<file path="config.mk">
export PLATFORM = sky130hd
export DESIGN_NAME = mrq_boundary_splitter
export DESIGN_NICKNAME = d
export VERILOG_FILES = /design/src/rtl/mrq_split_pkg.sv /design/src/rtl/mrq_chunk_len.sv /design/src/rtl/mrq_hdr_sel.sv /design/src/rtl/mrq_boundary_splitter.sv
export SDC_FILE = /design/constraint.sdc
export NUM_CORES = 1
export LEC_CHECK = 0
export BUFFER_PORTS_ARGS = -buffer_cell sky130_fd_sc_hd__buf_2
export CAP_MARGIN = 20
export CORE_ASPECT_RATIO = 2
export CORE_MARGIN = 2
export CORE_UTILIZATION = 32
export CTS_BUF_LIST = sky130_fd_sc_hd__clkbuf_4 sky130_fd_sc_hd__clkbuf_8 sky130_fd_sc_hd__clkbuf_16
export DETAILED_ROUTE_END_ITERATION = 7
export GPL_TIMING_DRIVEN = 0
export PLACE_DENSITY = 0.55
export SLEW_MARGIN = 40
export SYNTH_ARGS = -nofsm -noshare
export SYNTH_HDL_FRONTEND = slang
export SYNTH_SLANG_ARGS = --single-unit
export TNS_END_PERCENT = 20
</file>
<file path="constraint.sdc">
create_clock -name clk -period 14.4 [get_ports clk]
set_clock_uncertainty 0.05 [all_clocks]
set_input_delay 3.6 -clock clk [delete_from_list [all_inputs] [get_ports clk]]
set_output_delay 3.6 -clock clk [all_outputs]
set_load 0.05 [all_outputs]
</file>
<file path="src/rtl/mrq_split_pkg.sv">
package mrq_split_pkg;
   localparam int PAGE_BYTES  = 4096;
   localparam int PAGE_DW     = PAGE_BYTES / 4;
   localparam int PAGE_OFF_W  = $clog2(PAGE_DW);
   localparam int CHUNK_W     = PAGE_OFF_W + 1;
   localparam int LEN_FIELD_W = PAGE_OFF_W;
   localparam int TC_W        = 3;

   typedef struct packed {
      logic [TC_W-1:0] tc;
      logic            ro;
      logic            ns;
      logic            is_write;
   } mrq_attr_t;

   function automatic logic [LEN_FIELD_W-1:0] encode_len(input logic [CHUNK_W-1:0] dw);
      return dw[LEN_FIELD_W-1:0];
   endfunction
endpackage

</file>
<file path="src/rtl/mrq_chunk_len.sv">
module mrq_chunk_len
   import mrq_split_pkg::*;
#(
   parameter int CNT_W          = 16,
   parameter int MAX_PAYLOAD_DW = 256
) (
   input  logic [PAGE_OFF_W-1:0] page_dw_off,
   input  logic [CNT_W-1:0]      remaining,
   output logic [CHUNK_W-1:0]    chunk_dw,
   output logic                  is_last
);
   localparam logic [CHUNK_W-1:0] PAGE_LIM = CHUNK_W'(PAGE_DW);
   localparam logic [CHUNK_W-1:0] CAP_LIM  = CHUNK_W'(MAX_PAYLOAD_DW);

   logic [CHUNK_W-1:0] rem_cap;
   logic [CHUNK_W-1:0] to_boundary;
   logic [CHUNK_W-1:0] page_min;

   always_comb begin
      rem_cap     = (remaining >= CNT_W'(PAGE_DW)) ? PAGE_LIM : remaining[CHUNK_W-1:0];
      to_boundary = PAGE_LIM - {1'b0, page_dw_off};
      page_min    = (rem_cap < to_boundary) ? rem_cap : to_boundary;
   end

   generate
      if (MAX_PAYLOAD_DW < PAGE_DW) begin : g_capped
         assign chunk_dw = (page_min > CAP_LIM) ? CAP_LIM : page_min;
      end else begin : g_uncapped
         assign chunk_dw = page_min;
      end
   endgenerate

   assign is_last = (CNT_W'(chunk_dw) == remaining);
endmodule

</file>
<file path="src/rtl/mrq_hdr_sel.sv">
module mrq_hdr_sel
   import mrq_split_pkg::*;
#(
   parameter int ADDR_W = 64,
   localparam int HI_W  = (ADDR_W > 32) ? ADDR_W - 32 : 1
) (
   input  logic [HI_W-1:0]        addr_hi,
   input  logic [CHUNK_W-1:0]     chunk_dw,
   input  mrq_attr_t              attr,
   output logic                   hdr4dw,
   output logic                   posted,
   output logic [LEN_FIELD_W-1:0] len_field
);
   generate
      if (ADDR_W > 32) begin : g_wide
         assign hdr4dw = |addr_hi;
      end else begin : g_narrow
         assign hdr4dw = 1'b0;
      end
   endgenerate

   assign posted    = attr.is_write;
   assign len_field = encode_len(chunk_dw);
endmodule

</file>
<file path="src/rtl/mrq_boundary_splitter.sv">
module mrq_boundary_splitter
   import mrq_split_pkg::*;
#(
   parameter int ADDR_W         = 64,
   parameter int CNT_W          = 16,
   parameter int MAX_PAYLOAD_DW = 256
) (
   input  logic                   clk,
   input  logic                   rst_n,
   input  logic                   cmd_valid,
   output logic                   cmd_ready,
   input  logic [ADDR_W-1:0]      cmd_addr,
   input  logic [CNT_W-1:0]       cmd_dw_count,
   input  logic                   cmd_is_write,
   input  logic [2:0]             cmd_tc,
   input  logic                   cmd_ro,
   input  logic                   cmd_ns,
   output logic                   cmd_err,
   output logic                   req_valid,
   input  logic                   req_ready,
   output logic [ADDR_W-1:0]      req_addr,
   output logic [9:0]             req_len,
   output logic                   req_hdr4dw,
   output logic                   req_posted,
   output logic                   req_is_write,
   output logic [2:0]             req_tc,
   output logic                   req_ro,
   output logic                   req_ns,
   output logic                   req_last
);
   localparam int HI_W = (ADDR_W > 32) ? ADDR_W - 32 : 1;

   generate
      if (MAX_PAYLOAD_DW < 1 || MAX_PAYLOAD_DW > PAGE_DW) begin : g_bad_max
         $error("MAX_PAYLOAD_DW must lie in 1..1024");
      end
      if (ADDR_W < 12 || ADDR_W > 64) begin : g_bad_addr
         $error("ADDR_W must lie in 12..64");
      end
      if (CNT_W < CHUNK_W) begin : g_bad_cnt
         $error("CNT_W must be at least 11");
      end
   endgenerate

   logic              busy_q;
   logic [ADDR_W-1:0] addr_q;
   logic [CNT_W-1:0]  rem_q;
   mrq_attr_t         attr_q;
   logic              err_q;

   logic [CHUNK_W-1:0] chunk_dw;
   logic               chunk_last;
   logic [HI_W-1:0]    addr_hi;
   logic               cmd_fire;
   logic               out_fire;
   mrq_attr_t          cmd_attr;

   generate
      if (ADDR_W > 32) begin : g_hi
         assign addr_hi = addr_q[ADDR_W-1:32];
      end else begin : g_nohi
         assign addr_hi = '0;
      end
   endgenerate

   mrq_chunk_len #(
      .CNT_W          (CNT_W),
      .MAX_PAYLOAD_DW (MAX_PAYLOAD_DW)
   ) u_len (
      .page_dw_off (addr_q[PAGE_OFF_W+1:2]),
      .remaining   (rem_q),
      .chunk_dw    (chunk_dw),
      .is_last     (chunk_last)
   );

   mrq_hdr_sel #(
      .ADDR_W (ADDR_W)
   ) u_hdr (
      .addr_hi   (addr_hi),
      .chunk_dw  (chunk_dw),
      .attr      (attr_q),
      .hdr4dw    (req_hdr4dw),
      .posted    (req_posted),
      .len_field (req_len)
   );

   assign cmd_attr = '{tc: cmd_tc, ro: cmd_ro, ns: cmd_ns, is_write: cmd_is_write};
   assign cmd_fire = cmd_valid & ~busy_q;
   assign out_fire = busy_q & req_ready;

   always_ff @(posedge clk) begin
      if (!rst_n) begin
         busy_q <= 1'b0;
         addr_q <= '0;
         rem_q  <= '0;
         attr_q <= '0;
         err_q  <= 1'b0;
      end else begin
         err_q <= cmd_fire && (cmd_dw_count == '0);
         if (cmd_fire && (cmd_dw_count != '0)) begin
            busy_q <= 1'b1;
            addr_q <= cmd_addr & ~ADDR_W'(3);
            rem_q  <= cmd_dw_count;
            attr_q <= cmd_attr;
         end else if (out_fire) begin
            addr_q <= addr_q + ADDR_W'({chunk_dw, 2'b00});
            rem_q  <= rem_q - CNT_W'(chunk_dw);
            if (chunk_last) begin
               busy_q <= 1'b0;
            end
         end
      end
   end

   assign cmd_ready    = ~busy_q;
   assign cmd_err      = err_q;
   assign req_valid    = busy_q;
   assign req_addr     = addr_q;
   assign req_is_write = attr_q.is_write;
   assign req_tc       = attr_q.tc;
   assign req_ro       = attr_q.ro;
   assign req_ns       = attr_q.ns;
   assign req_last     = chunk_last;
endmodule

</file>
==> run_results.csv <==
group,metric,value,unit
sta,fin_crit_sh,64.3,%
global_route,grt_pass1_wl,49500,um
routing,drc,0,
routing,avgRoutedWirePerCell,25.0,um
pwr,p_leak,0.00365,uW
critical_path,critPathMaxFanout,10,
yosys,synth_area_leaders,"dfxtp_1, ha_1, nand2_1",
sta,rsz0062_at_grt,"no",
pwr,power.total,899,uW
yosys,synth-edff-count,0,
yosys,synth.most_common_cell,"nand2_1",
yosys,yosys_warnings,0,
die,fp.coreArea,21500,um^2
yosys,synthArstFlopShare,0,%
clock_network,clockRootBuffer,"clkbuf_16",
routing,routed_wirelength,34500,um
status,status,"complete, no violations",
placed_design,postPlaceCellArea,8230,um^2
placed_design,dp_slack,5590,ps
sta,clock.fmax,108,MHz
clock_network,post_cts_buffers,0,
pwr,ir_drop,0.0526,mV
critical_path,cp.required,10750,ps
layout,syn2layout_area_growth,21.9,%
clock_network,numCtsBuffers,9,
layout,finish.instance_area,8540,um^2
yosys,ys_top_cells_by_count,"nand2_1, dfxtp_1, a21oi_1, nand3_1, nor2_1",
critical_path,worstSetupPathType,"register to primary output",
critical_path,worstPathArrival,5610,ps
layout,fin_nets,1226,
yosys,avgSynthCellArea,7.66,um^2
placed_design,io_buffers,170,
hold_path,hp-class,"register to register",
sta,worst_pin_slew,957,ps
sta,hold_viol,0,
die,die_y,213,um
clock_network,clkLatencyLatePin,370,ps
global_route,groute.usage.overall,29.3,%
clock_network,htreeDepth,3,
global_route,grt_overflow,0,
die,die_w,109,um
sta,slew_violations,0,
sta,relSlewSlack,36.2,%
critical_path,end_kind,"primary output",
die,ios,176,
yosys,syn_inst,914,
routing,vias_per_cell,6.23,
clock_network,cts_tree,"yes",
sta,fin_crit,9260,ps
placed_design,dp_hpwl,27000,um
layout,antenna_cells,0,
global_route,grt_max_degree,16,
clock_network,holdBufCountCts,0,
die,rows,76,
routing,drtAntennaViolNets,0,
layout,drive_gt1_share,22.1,%
sta,setup_viol,0,
die,dieArea,23200,um^2
global_route,antenna_found_initial,0,
clock_network,cts_resized,0,
pwr,power.density,105,nW/um^2
sta,fin_ws,5140,ps
layout,fill_cells,2392,
yosys,synth_cell_types,88,
yosys,synth_top_area_cell,"dfxtp_1",
routing,drt_iter0_drc,650,
critical_path,start_kind,"register",
sta,setup_tns,0,ps
yosys,syn_area,7000,um^2
clock_network,clk_path_buf_depth,2,
yosys,synth_ff_type,"dfxtp_1",
die,start_util,32.6,%
clock_network,cts_sinks,86,
routing,route.vias.total,8585,
yosys,synthDominantCellAreaShare,24.6,%
placed_design,gp_congestion,0.969,
yosys,ys_seq_elements,86,
yosys,ys_seq_area_share,24.6,%
run,cap_violations,0,
routing,drt_first_pass_iters,5,
global_route,grt_pass1_vias,8293,
clock_network,path_clk_slew,70,ps
[stage by stage]
| step | std cells | util (%) | hold WS, ps |
|---|---|---|---|
| 2_1_floorplan | 919 | - | 424 |
| 3_3_place_gp | 1362 | 38.2 | 389 |
| 3_5_place_dp | 1363 | 38.3 | 397 |
| 4_1_cts | 1379 | 39.7 | 406 |
| 5_1_grt | 1379 | 39.7 | 435 |
| 6_report | 1379 | 39.7 | 406 |
[state kept, by name, summed over array words and instances (netlist names)]
signal / cells
req_addr: 62
req_ns: 1
req_valid: 1
rem_q: 16
req_ro: 1
req_is_write: 1
cmd_err: 1
req_tc: 3
[per-layer routing]
metal / wire length, um / up-vias / GRT usage [%]
met1: 11700 / 4105 / 30.0
met3: 1800 / 156 / 2.56
met2: 17600 / 429 / 52.8
met5: 0 / - / 0
met4: 3290 / 0 / 24.0
li1: - / 3895 / -
[layout make-up]
cell class | instances | area (um^2) | share of cell area, %
Timing Repair Buffer | 171 | 858 | 10.1
Tap cell | 273 | 342 | 4.00
Clock inverter | 6 | 70.1 | 0.821
Multi-Input combinational cell | 737 | 4890 | 57.2
Sequential cell | 86 | 1720 | 20.2
Clock buffer | 10 | 239 | 2.80
Buffer | 67 | 314 | 3.68
Inverter | 29 | 109 | 1.27
[report_power, final]
part	total [uW]	internal (uW)	leakage (uW)	switching [uW]
combinational	354	111	0.00280	243
clock	256	140	0.000141	116
sequential	289	257	0.000708	32.3
[final timing paths]
kind / from / to / slack (ps) / cells after the start
min reg2reg: req_ro / req_ro / 410 / 2
min: req_ro / req_ro / 410 / 2
max: req_addr[2] / req_last / 5140 / 18
max reg2reg: req_addr[2] / req_addr[51] / 8400 / 22
[cell families after synthesis]
family / count (synthesis) / share of synthesized area (%)
xor gates and xnor gates: 22 / 2.75
AOI/OAI and AO/OA: 279 / 28.7
buffers and inverters: 96 / 6.04
and+or+nand+nor: 376 / 28.6
DFF: 86 / 24.6
other: 2 / 0.107
muxes: 18 / 2.75
adders and majority gates: 35 / 6.47
[worst max-delay path: stages (launching register included)]
cell and delay (ps):
dfxtp_1 510, inv_1 140, ha_1 310, inv_1 100, nor3_1 50, xnor2_1 420
inv_1 90, ha_1 300, a21oi_1 140, o21ai_0 130, a221o_1 350, nor3_2 590
a31oi_2 160, inv_2 180, nand2_1 100, ha_1 430, nand4_1 160, nor4_1 680
buf_2 400
[cell usage in the layout, fill, tap and decap left out, drive strengths merged, types with 20 or more instances in the layout]
| cell type | netlist | routed |
|---|---|---|
| o21ai | 23 | 23 |
| nor4 | 20 | 20 |
| nand3 | 53 | 53 |
| inv | 29 | 30 |
| nand2 | 103 | 103 |
| a22oi | 23 | 23 |
| buf | 22 | 193 |
| a21oi | 71 | 71 |
| and3 | 32 | 32 |
| a31oi | 20 | 20 |
| ha | 33 | 33 |
| nand4 | 26 | 26 |
| dfxtp | 86 | 86 |
| nor2 | 48 | 48 |
| nor3 | 30 | 30 |
| clkbuf | 45 | 55 |
Note: power is estimated with default switching activity, not from simulation.
